--- src/rtl/pwrfail_seq_pkg.sv ---
package pwrfail_seq_pkg;

  // Strobes issued by the sequencer FSM to the timing datapath
  typedef struct packed {
    logic stepClr;     // restart the per-step delay counter
    logic minStart;    // restart the minimum-interval counter
    logic burstStart;  // launch the state-save clock burst
    logic markFail;    // record a power-fail reset cause
  } seqStrobe_t;

  typedef enum logic [1:0] {
    CAUSE_NONE    = 2'd0,
    CAUSE_POWERON = 2'd1,
    CAUSE_PWRFAIL = 2'd2,
    CAUSE_CTLREQ  = 2'd3
  } cause_t;

endpackage

--- src/rtl/pwrfail_seq_ctrl.sv ---
module pwrfail_seq_ctrl
  import pwrfail_seq_pkg::*;
(
  input  logic       clk,
  input  logic       rstN,
  input  logic       pgFilt,
  input  logic       stepDone,
  input  logic       minDone,
  input  logic       burstDone,
  output seqStrobe_t strobe,
  output logic       poffN,
  output logic       irqN,
  output logic       stopN,
  output logic       sysRstN
);

  typedef enum logic [2:0] {
    ST_RUN, ST_DN_POFF, ST_DN_IRQ, ST_DN_STOP, ST_HELD, ST_UP_POFF
  } seqState_t;

  seqState_t state, stateNext;

  always_ff @(posedge clk or negedge rstN) begin
    if (!rstN) state <= ST_HELD;
    else       state <= stateNext;
  end

  always_comb begin
    stateNext = state;
    strobe    = '0;
    unique case (state)
      ST_RUN: if (!pgFilt) begin
        stateNext       = ST_DN_POFF;
        strobe.stepClr  = 1'b1;
        strobe.minStart = 1'b1;
      end
      ST_DN_POFF: if (stepDone) begin
        stateNext      = ST_DN_IRQ;
        strobe.stepClr = 1'b1;
      end
      ST_DN_IRQ: if (stepDone) begin
        stateNext         = ST_DN_STOP;
        strobe.stepClr    = 1'b1;
        strobe.burstStart = 1'b1;
      end
      ST_DN_STOP: if (stepDone && minDone && burstDone) begin
        stateNext       = ST_HELD;
        strobe.stepClr  = 1'b1;
        strobe.markFail = 1'b1;
      end
      ST_HELD: if (pgFilt && stepDone) begin
        stateNext      = ST_UP_POFF;
        strobe.stepClr = 1'b1;
      end
      ST_UP_POFF: if (stepDone) begin
        stateNext      = ST_RUN;
        strobe.stepClr = 1'b1;
      end
      default: stateNext = ST_HELD;
    endcase
  end

  assign poffN   = (state == ST_RUN) || (state == ST_UP_POFF);
  assign irqN    = (state == ST_RUN) || (state == ST_DN_POFF);
  assign stopN   = (state == ST_RUN) || (state == ST_DN_POFF) || (state == ST_DN_IRQ);
  assign sysRstN = (state == ST_RUN) || (state == ST_DN_POFF) ||
                   (state == ST_DN_IRQ) || (state == ST_DN_STOP);

  // each shutdown line only falls once its predecessor is already low
  p_irq_after_poff_r1: assert property (@(posedge clk) disable iff (!rstN)
    $fell(irqN) |-> !poffN);
  p_stop_after_irq_r1: assert property (@(posedge clk) disable iff (!rstN)
    $fell(stopN) |-> (!irqN && !poffN));
  // reset only entered once the minimum interval has elapsed
  p_min_gap_r2: assert property (@(posedge clk) disable iff (!rstN)
    $fell(sysRstN) |-> ($past(minDone) && !stopN));
  // reset released only after the power-off notice was already high
  p_release_order_r3: assert property (@(posedge clk) disable iff (!rstN)
    $rose(sysRstN) |-> ($past(poffN) && irqN && stopN));

endmodule

--- src/rtl/pwrfail_seq_dp.sv ---
module pwrfail_seq_dp
  import pwrfail_seq_pkg::*;
#(
  parameter int DEBOUNCE_LEN = 1000,
  parameter int STEP_CYCLES  = 5000,
  parameter int MIN_CYCLES   = 500000,
  parameter int HALF_CYCLES  = 250,
  parameter int PULSES       = 8,
  parameter int CTL_RST_LEN  = 5000
) (
  input  logic       clk,
  input  logic       rstN,
  input  logic       pwrGood,
  input  logic       ctlRstReq,
  input  logic       statusRd,
  input  seqStrobe_t strobe,
  output logic       pgFilt,
  output logic       stepDone,
  output logic       minDone,
  output logic       burstDone,
  output logic       saveClk,
  output logic       ctlRstN,
  output cause_t     status
);

  localparam int DEB_W   = $clog2(DEBOUNCE_LEN + 1);
  localparam int STEP_W  = $clog2(STEP_CYCLES + 1);
  localparam int MIN_W   = $clog2(MIN_CYCLES + 1);
  localparam int HALF_W  = $clog2(HALF_CYCLES + 1);
  localparam int EDGES   = 2 * PULSES;
  localparam int BURST_W = $clog2(EDGES + 1);
  localparam int CTL_W   = $clog2(CTL_RST_LEN + 1);

  // power-good synchronizer and debounce filter
  logic [1:0]       pgSync;
  logic [DEB_W-1:0] debCnt;

  always_ff @(posedge clk or negedge rstN) begin
    if (!rstN) begin
      pgSync <= '0;
      debCnt <= '0;
      pgFilt <= 1'b0;
    end else begin
      pgSync <= {pgSync[0], pwrGood};
      if (pgSync[1] == pgFilt) begin
        debCnt <= '0;
      end else if (debCnt == DEB_W'(DEBOUNCE_LEN - 1)) begin
        debCnt <= '0;
        pgFilt <= pgSync[1];
      end else begin
        debCnt <= debCnt + 1'b1;
      end
    end
  end

  // per-step delay and minimum-interval counters
  logic [STEP_W-1:0] stepCnt;
  logic [MIN_W-1:0]  minCnt;

  always_ff @(posedge clk or negedge rstN) begin
    if (!rstN) begin
      stepCnt <= '0;
      minCnt  <= MIN_W'(MIN_CYCLES);
    end else begin
      if (strobe.stepClr)   stepCnt <= '0;
      else if (!stepDone)   stepCnt <= stepCnt + 1'b1;
      if (strobe.minStart)  minCnt  <= '0;
      else if (!minDone)    minCnt  <= minCnt + 1'b1;
    end
  end

  assign stepDone = (stepCnt == STEP_W'(STEP_CYCLES));
  assign minDone  = (minCnt == MIN_W'(MIN_CYCLES));

  // state-save clock burst
  logic [BURST_W-1:0] burstLeft;
  logic [HALF_W-1:0]  halfCnt;

  always_ff @(posedge clk or negedge rstN) begin
    if (!rstN) begin
      burstLeft <= '0;
      halfCnt   <= '0;
      saveClk   <= 1'b0;
    end else if (strobe.burstStart) begin
      burstLeft <= BURST_W'(EDGES);
      halfCnt   <= '0;
      saveClk   <= 1'b0;
    end else if (!burstDone) begin
      if (halfCnt == HALF_W'(HALF_CYCLES - 1)) begin
        halfCnt   <= '0;
        saveClk   <= ~saveClk;
        burstLeft <= burstLeft - 1'b1;
      end else begin
        halfCnt <= halfCnt + 1'b1;
      end
    end
  end

  assign burstDone = (burstLeft == '0);

  // controller reset pulse, independent of the system reset chain
  logic [CTL_W-1:0] ctlCnt;

  always_ff @(posedge clk or negedge rstN) begin
    if (!rstN)                ctlCnt <= CTL_W'(CTL_RST_LEN);
    else if (ctlRstReq)       ctlCnt <= CTL_W'(CTL_RST_LEN);
    else if (ctlCnt != '0)    ctlCnt <= ctlCnt - 1'b1;
  end

  assign ctlRstN = (ctlCnt == '0);

  // reset cause register, cleared on read
  always_ff @(posedge clk or negedge rstN) begin
    if (!rstN)                status <= CAUSE_POWERON;
    else if (strobe.markFail) status <= CAUSE_PWRFAIL;
    else if (ctlRqQ_unused()) status <= CAUSE_CTLREQ;
    else if (statusRd)        status <= CAUSE_NONE;
  end

  function automatic logic ctlRqQ_unused();
    return ctlRstReq;
  endfunction

  // the save clock only toggles while a burst is still outstanding
  p_burst_bounded_r4: assert property (@(posedge clk) disable iff (!rstN)
    !$stable(saveClk) |-> $past(!burstDone || strobe.burstStart));
  // the filtered level only moves after the synchronized level disagreed
  p_filter_follows_r5: assert property (@(posedge clk) disable iff (!rstN)
    !$stable(pgFilt) |-> ($past(pgSync[1]) != $past(pgFilt)));
  // a request always pulls the controller reset low on the next cycle
  p_ctl_request_r7: assert property (@(posedge clk) disable iff (!rstN)
    ctlRstReq |=> !ctlRstN);
  // a read with no competing cause leaves the register cleared
  p_status_clear_r8: assert property (@(posedge clk) disable iff (!rstN)
    (statusRd && !ctlRstReq && !strobe.markFail) |=> (status == CAUSE_NONE));

endmodule

--- src/rtl/pwrfail_seq.sv ---
module pwrfail_seq
  import pwrfail_seq_pkg::*;
#(
  parameter int DEBOUNCE_LEN = 1000,
  parameter int STEP_CYCLES  = 5000,
  parameter int MIN_CYCLES   = 500000,
  parameter int HALF_CYCLES  = 250,
  parameter int PULSES       = 8,
  parameter int CTL_RST_LEN  = 5000
) (
  input  logic       clk,
  input  logic       rstAsyncN,
  input  logic       pwrGood,
  input  logic       ctlRstReq,
  input  logic       statusRd,
  output logic       poffN,
  output logic       irqN,
  output logic       stopN,
  output logic       sysRstN,
  output logic       ctlRstN,
  output logic       saveClk,
  output logic [1:0] status
);

  seqStrobe_t strobe;
  logic       pgFilt, stepDone, minDone, burstDone;
  cause_t     cause;

  pwrfail_seq_ctrl u_ctrl (
    .clk      (clk),
    .rstN     (rstAsyncN),
    .pgFilt   (pgFilt),
    .stepDone (stepDone),
    .minDone  (minDone),
    .burstDone(burstDone),
    .strobe   (strobe),
    .poffN    (poffN),
    .irqN     (irqN),
    .stopN    (stopN),
    .sysRstN  (sysRstN)
  );

  pwrfail_seq_dp #(
    .DEBOUNCE_LEN(DEBOUNCE_LEN),
    .STEP_CYCLES (STEP_CYCLES),
    .MIN_CYCLES  (MIN_CYCLES),
    .HALF_CYCLES (HALF_CYCLES),
    .PULSES      (PULSES),
    .CTL_RST_LEN (CTL_RST_LEN)
  ) u_dp (
    .clk      (clk),
    .rstN     (rstAsyncN),
    .pwrGood  (pwrGood),
    .ctlRstReq(ctlRstReq),
    .statusRd (statusRd),
    .strobe   (strobe),
    .pgFilt   (pgFilt),
    .stepDone (stepDone),
    .minDone  (minDone),
    .burstDone(burstDone),
    .saveClk  (saveClk),
    .ctlRstN  (ctlRstN),
    .status   (cause)
  );

  assign status = cause;

endmodule

--- config.mk ---
export PLATFORM = sky130hd
export DESIGN_NAME = pwrfail_seq
export DESIGN_NICKNAME = d
export VERILOG_FILES = /design/src/rtl/pwrfail_seq_pkg.sv /design/src/rtl/pwrfail_seq_ctrl.sv /design/src/rtl/pwrfail_seq_dp.sv /design/src/rtl/pwrfail_seq.sv
export SDC_FILE = /design/constraint.sdc
export NUM_CORES = 1
export LEC_CHECK = 0
export BUFFER_PORTS_ARGS = -buffer_cell sky130_fd_sc_hd__buf_2
export CAP_MARGIN = 20
export CORE_MARGIN = 2
export CORE_UTILIZATION = 36
export CTS_CLUSTER_DIAMETER = 30
export DETAILED_ROUTE_END_ITERATION = 8
export PLACE_DENSITY = 0.55
export REMOVE_ABC_BUFFERS = 1
export SETUP_SLACK_MARGIN = 0.02
export SLEW_MARGIN = 20
export SYNTH_ARGS = -nofsm -noshare
export SYNTH_HDL_FRONTEND = slang
export SYNTH_SLANG_ARGS = --single-unit
--- constraint.sdc ---
create_clock -name clk -period 4.7 [get_ports clk]
set_input_delay 0.47 -clock clk [delete_from_list [all_inputs] [get_ports clk]]
set_output_delay 0.47 -clock clk [all_outputs]
set_load 0.01 [all_outputs]
==> out/qor.yml <==
synthesis:
  synthMuxAreaShare_pct: 0.2891
  yosys.area_share.simple_pct: 25.89
  synthXorXnorAreaFrac_pct: 9.894
  ys_warn_count: 0
  synth-seq-area-share_pct: 49.92
  synth_compound_area_share_pct: 8.031
  synthesis.instances: 411
  synth.area.top_cells: "dfrtp_1 40%, dfstp_2 9.4%, nor2_1 6.4%"
  yosysMostFrequentCell: "nor2_1"
  syn_avg_cell_area_sq_um: 9.477
  netlist-cell-type-count: 47
  synth_edf_count: 0
  ys.flop_type: "dfrtp_1"
  netlist_area_sq_mm: 0.003895
  synth_seq_cells: 77
  async_reset_ff_share_pct: 100.0
  synth_commonest_cells: "66 x nor2_1, 63 x dfrtp_1, 35 x nand2_1"
  synth_top_family_by_area: "simple AND/OR/NAND/NOR gates"
  netlist.area_leader.share_pct: 40.48
  synth_area_leader_cell: "dfrtp_1"
  synth_fa_ha_area_share_pct: 3.212
timing:
  setup_viol: 0
  hold_viol_final: 0
  fmax_mhz: 352.2
  drv_slew: 0
  min_period_over_period_pct: 60.42
  fin_skew_ns: 0.01256
  tightestPinTransition_ns: 0.8988
  relSlewSlack_pct: 39.86
  rsz0062_at_grt: "false"
  fin_tns_setup_ns: 0
  layout_min_cycle_time_ns: 2.840
die:
  die_h_um: 108.0
  dieArea_sq_mm: 0.01167
  io_pins: 13
  die_x_um: 108.0
  initial_core_util_pct: 37.39
  rows: 37
  coreArea_sq_mm: 0.01042
clock_tree:
  clkTransAtPathRegs_ns: 0.10
  ctsResizeCount: 0
  cts-buffers-inserted: 9
  insertion_delay_ns: 0.36
  h-tree-depth: 3
  root_buffer: "clkbuf_8"
  clock_path_buffers: 2
  post_cts_buffers: 0
  cts_hold_buf: 0
  cts_sinks: 77
  cts_tree: "done"
global_route:
  antenna_found_initial: 0
  gr-total-overflow: 0
  grt_max_degree: 78
  track_usage_pct: 13.56
  grt_pass1_vias: 2692
  grt_first_pass_wirelength_um: 12650
status:
  outcome: "finished, final reports clean"
route:
  wl_per_cell_um: 12.83
  drcViolationCount: 0
  routed_wl_um: 7247
  drtPass1Iterations: 4
  vias: 2843
  drt_iter0_markers: 131
  ant_nets: 0
  viasPerCell: 5.032
place:
  gp_congestion: 0.7855
  dp_hpwl_um: 4817
  numPortBuffers: 12
  place_area_sq_mm: 0.004100
critical_path:
  path_class: "reg2out"
  worst-r2r-cell-count: 5
  worstPathRequired_ns: 4.23
  end_kind: "output port"
  worst_setup_path_start_kind: "register"
  cp_slowest_cell: "or4_1"
  cp_data_arrival_time_ns: 2.37
  cp_cell_sequence: "or4_1 > or3b_4 > or2_0 > inv_1 > buf_2"
  cp_max_fo: 6
  slowest_delay_ns: 0.63
power_and_ir_drop:
  powerDensity_mw_per_mm2: 281.3
  peakVddDrop_mv: 0.1357
  p_leak_nw: 1.791
hold_path:
  hp-class: "in2async"
run:
  cap_violations: 0
layout:
  finalNetCount: 439
  fin_area_sq_mm: 0.004318
  syn2layout_area_growth_pct: 10.86
  drive_gt1_share_pct: 12.82
  n_antenna_cell: 0
[metal layers]
metal  global-route usage, %  up-vias  wire length [um]
met5                       0        -                 0
met4                   5.769        0               134
met3                   2.471       11               174
met2                   19.90       25              3050
met1                   19.66     1366              3888
li1                        -     1441                 -
[registers in the layout (all words and copies together), names as in the netlist, named ones only]
register / count
u_ctrl.state: 2
u_dp.burstLeft: 5
u_dp.ctlCnt: 13
u_dp.debCnt: 10
u_dp.halfCnt: 8
u_dp.minCnt: 19
u_dp.pgFilt: 1
u_dp.pgSync: 2
u_dp.saveClk: 1
u_dp.status: 2
u_dp.stepCnt: 13
[cell families after synthesis]
group                    count (synthesis)
flip-flops                              77
XOR/XNOR                                44
AND/OR/NAND/NOR                        200
multiplexers                             1
buffers and inverters                   28
AO/OA/AOI/OAI                           51
adder cells (fa/ha/maj)                 10
[power by group]
group	internal [mW]	switching (mW)	total, mW
Sequential	0.676	0.0105	0.687
Clock	0.199	0.275	0.474
Combinational	0.0207	0.0331	0.0538
Total	0.896	0.319	1.21
[per-stage QoR]
stage | setup WS (ns) | cells | hold slack [ns] | total power, mW | utilization, %
3_5_place_dp | 2.148 | 548 | 0.3492 | 0.7520 | 39.36
2_1_floorplan | 1.698 | 399 | 0.1744 | 0.7257 | -
3_3_place_gp | 2.269 | 548 | 0.3453 | 0.7510 | 39.36
5_1_grt | 1.725 | 565 | 0.04016 | 1.273 | 41.45
6_report | 1.860 | 565 | 0.03049 | 1.215 | 41.45
4_1_cts | 1.826 | 564 | 0.2105 | 1.234 | 41.11
[final timing paths]
path                       slack (ns)             from                end
setup / recovery                 1.86   u_dp.ctlCnt[6]            ctlRstN
hold / removal                   0.03        rstAsyncN     u_dp.debCnt[2]
setup reg to reg                 2.37  u_dp.stepCnt[4]  u_dp.burstLeft[0]
hold reg to reg                  0.36   u_dp.pgSync[0]     u_dp.pgSync[1]
max in group asynchronous        4.05        rstAsyncN          async pin
min in group clk                 0.22          pwrGood     u_dp.pgSync[0]
[final cells by class]
cell class | instances | area (sq um)
Tap cell | 136 | 170.2
Timing Repair Buffer | 14 | 97.59
Sequential cell | 77 | 1944
Inverter | 16 | 60.06
Fill cell | 1039 | 6098
Clock inverter | 7 | 57.56
Multi-Input combinational cell | 306 | 1864
Clock buffer | 9 | 123.9
[cell usage in the layout, fill, tap and decap left out, drive strengths merged, types with 6 or more instances in the layout]
master and count:
nor2 66, dfrtp 63, nand2 35, xor2 24
a21oi 23, nand3 22, xnor2 20, inv 20
dfstp 14, buf 14, o21ai 12, nor3 12
nand4 11, or3 11, ha 10, clkbuf 9
and3 6
[worst max-delay path: cells and delay by family (launching register included)]
kind	cells	cell delay [ns]
AND/OR/NAND/NOR	3	1.39
flip-flops	1	0.41
buffers and inverters	2	0.20
No activity file was read; power rests on OpenSTA's default activity.
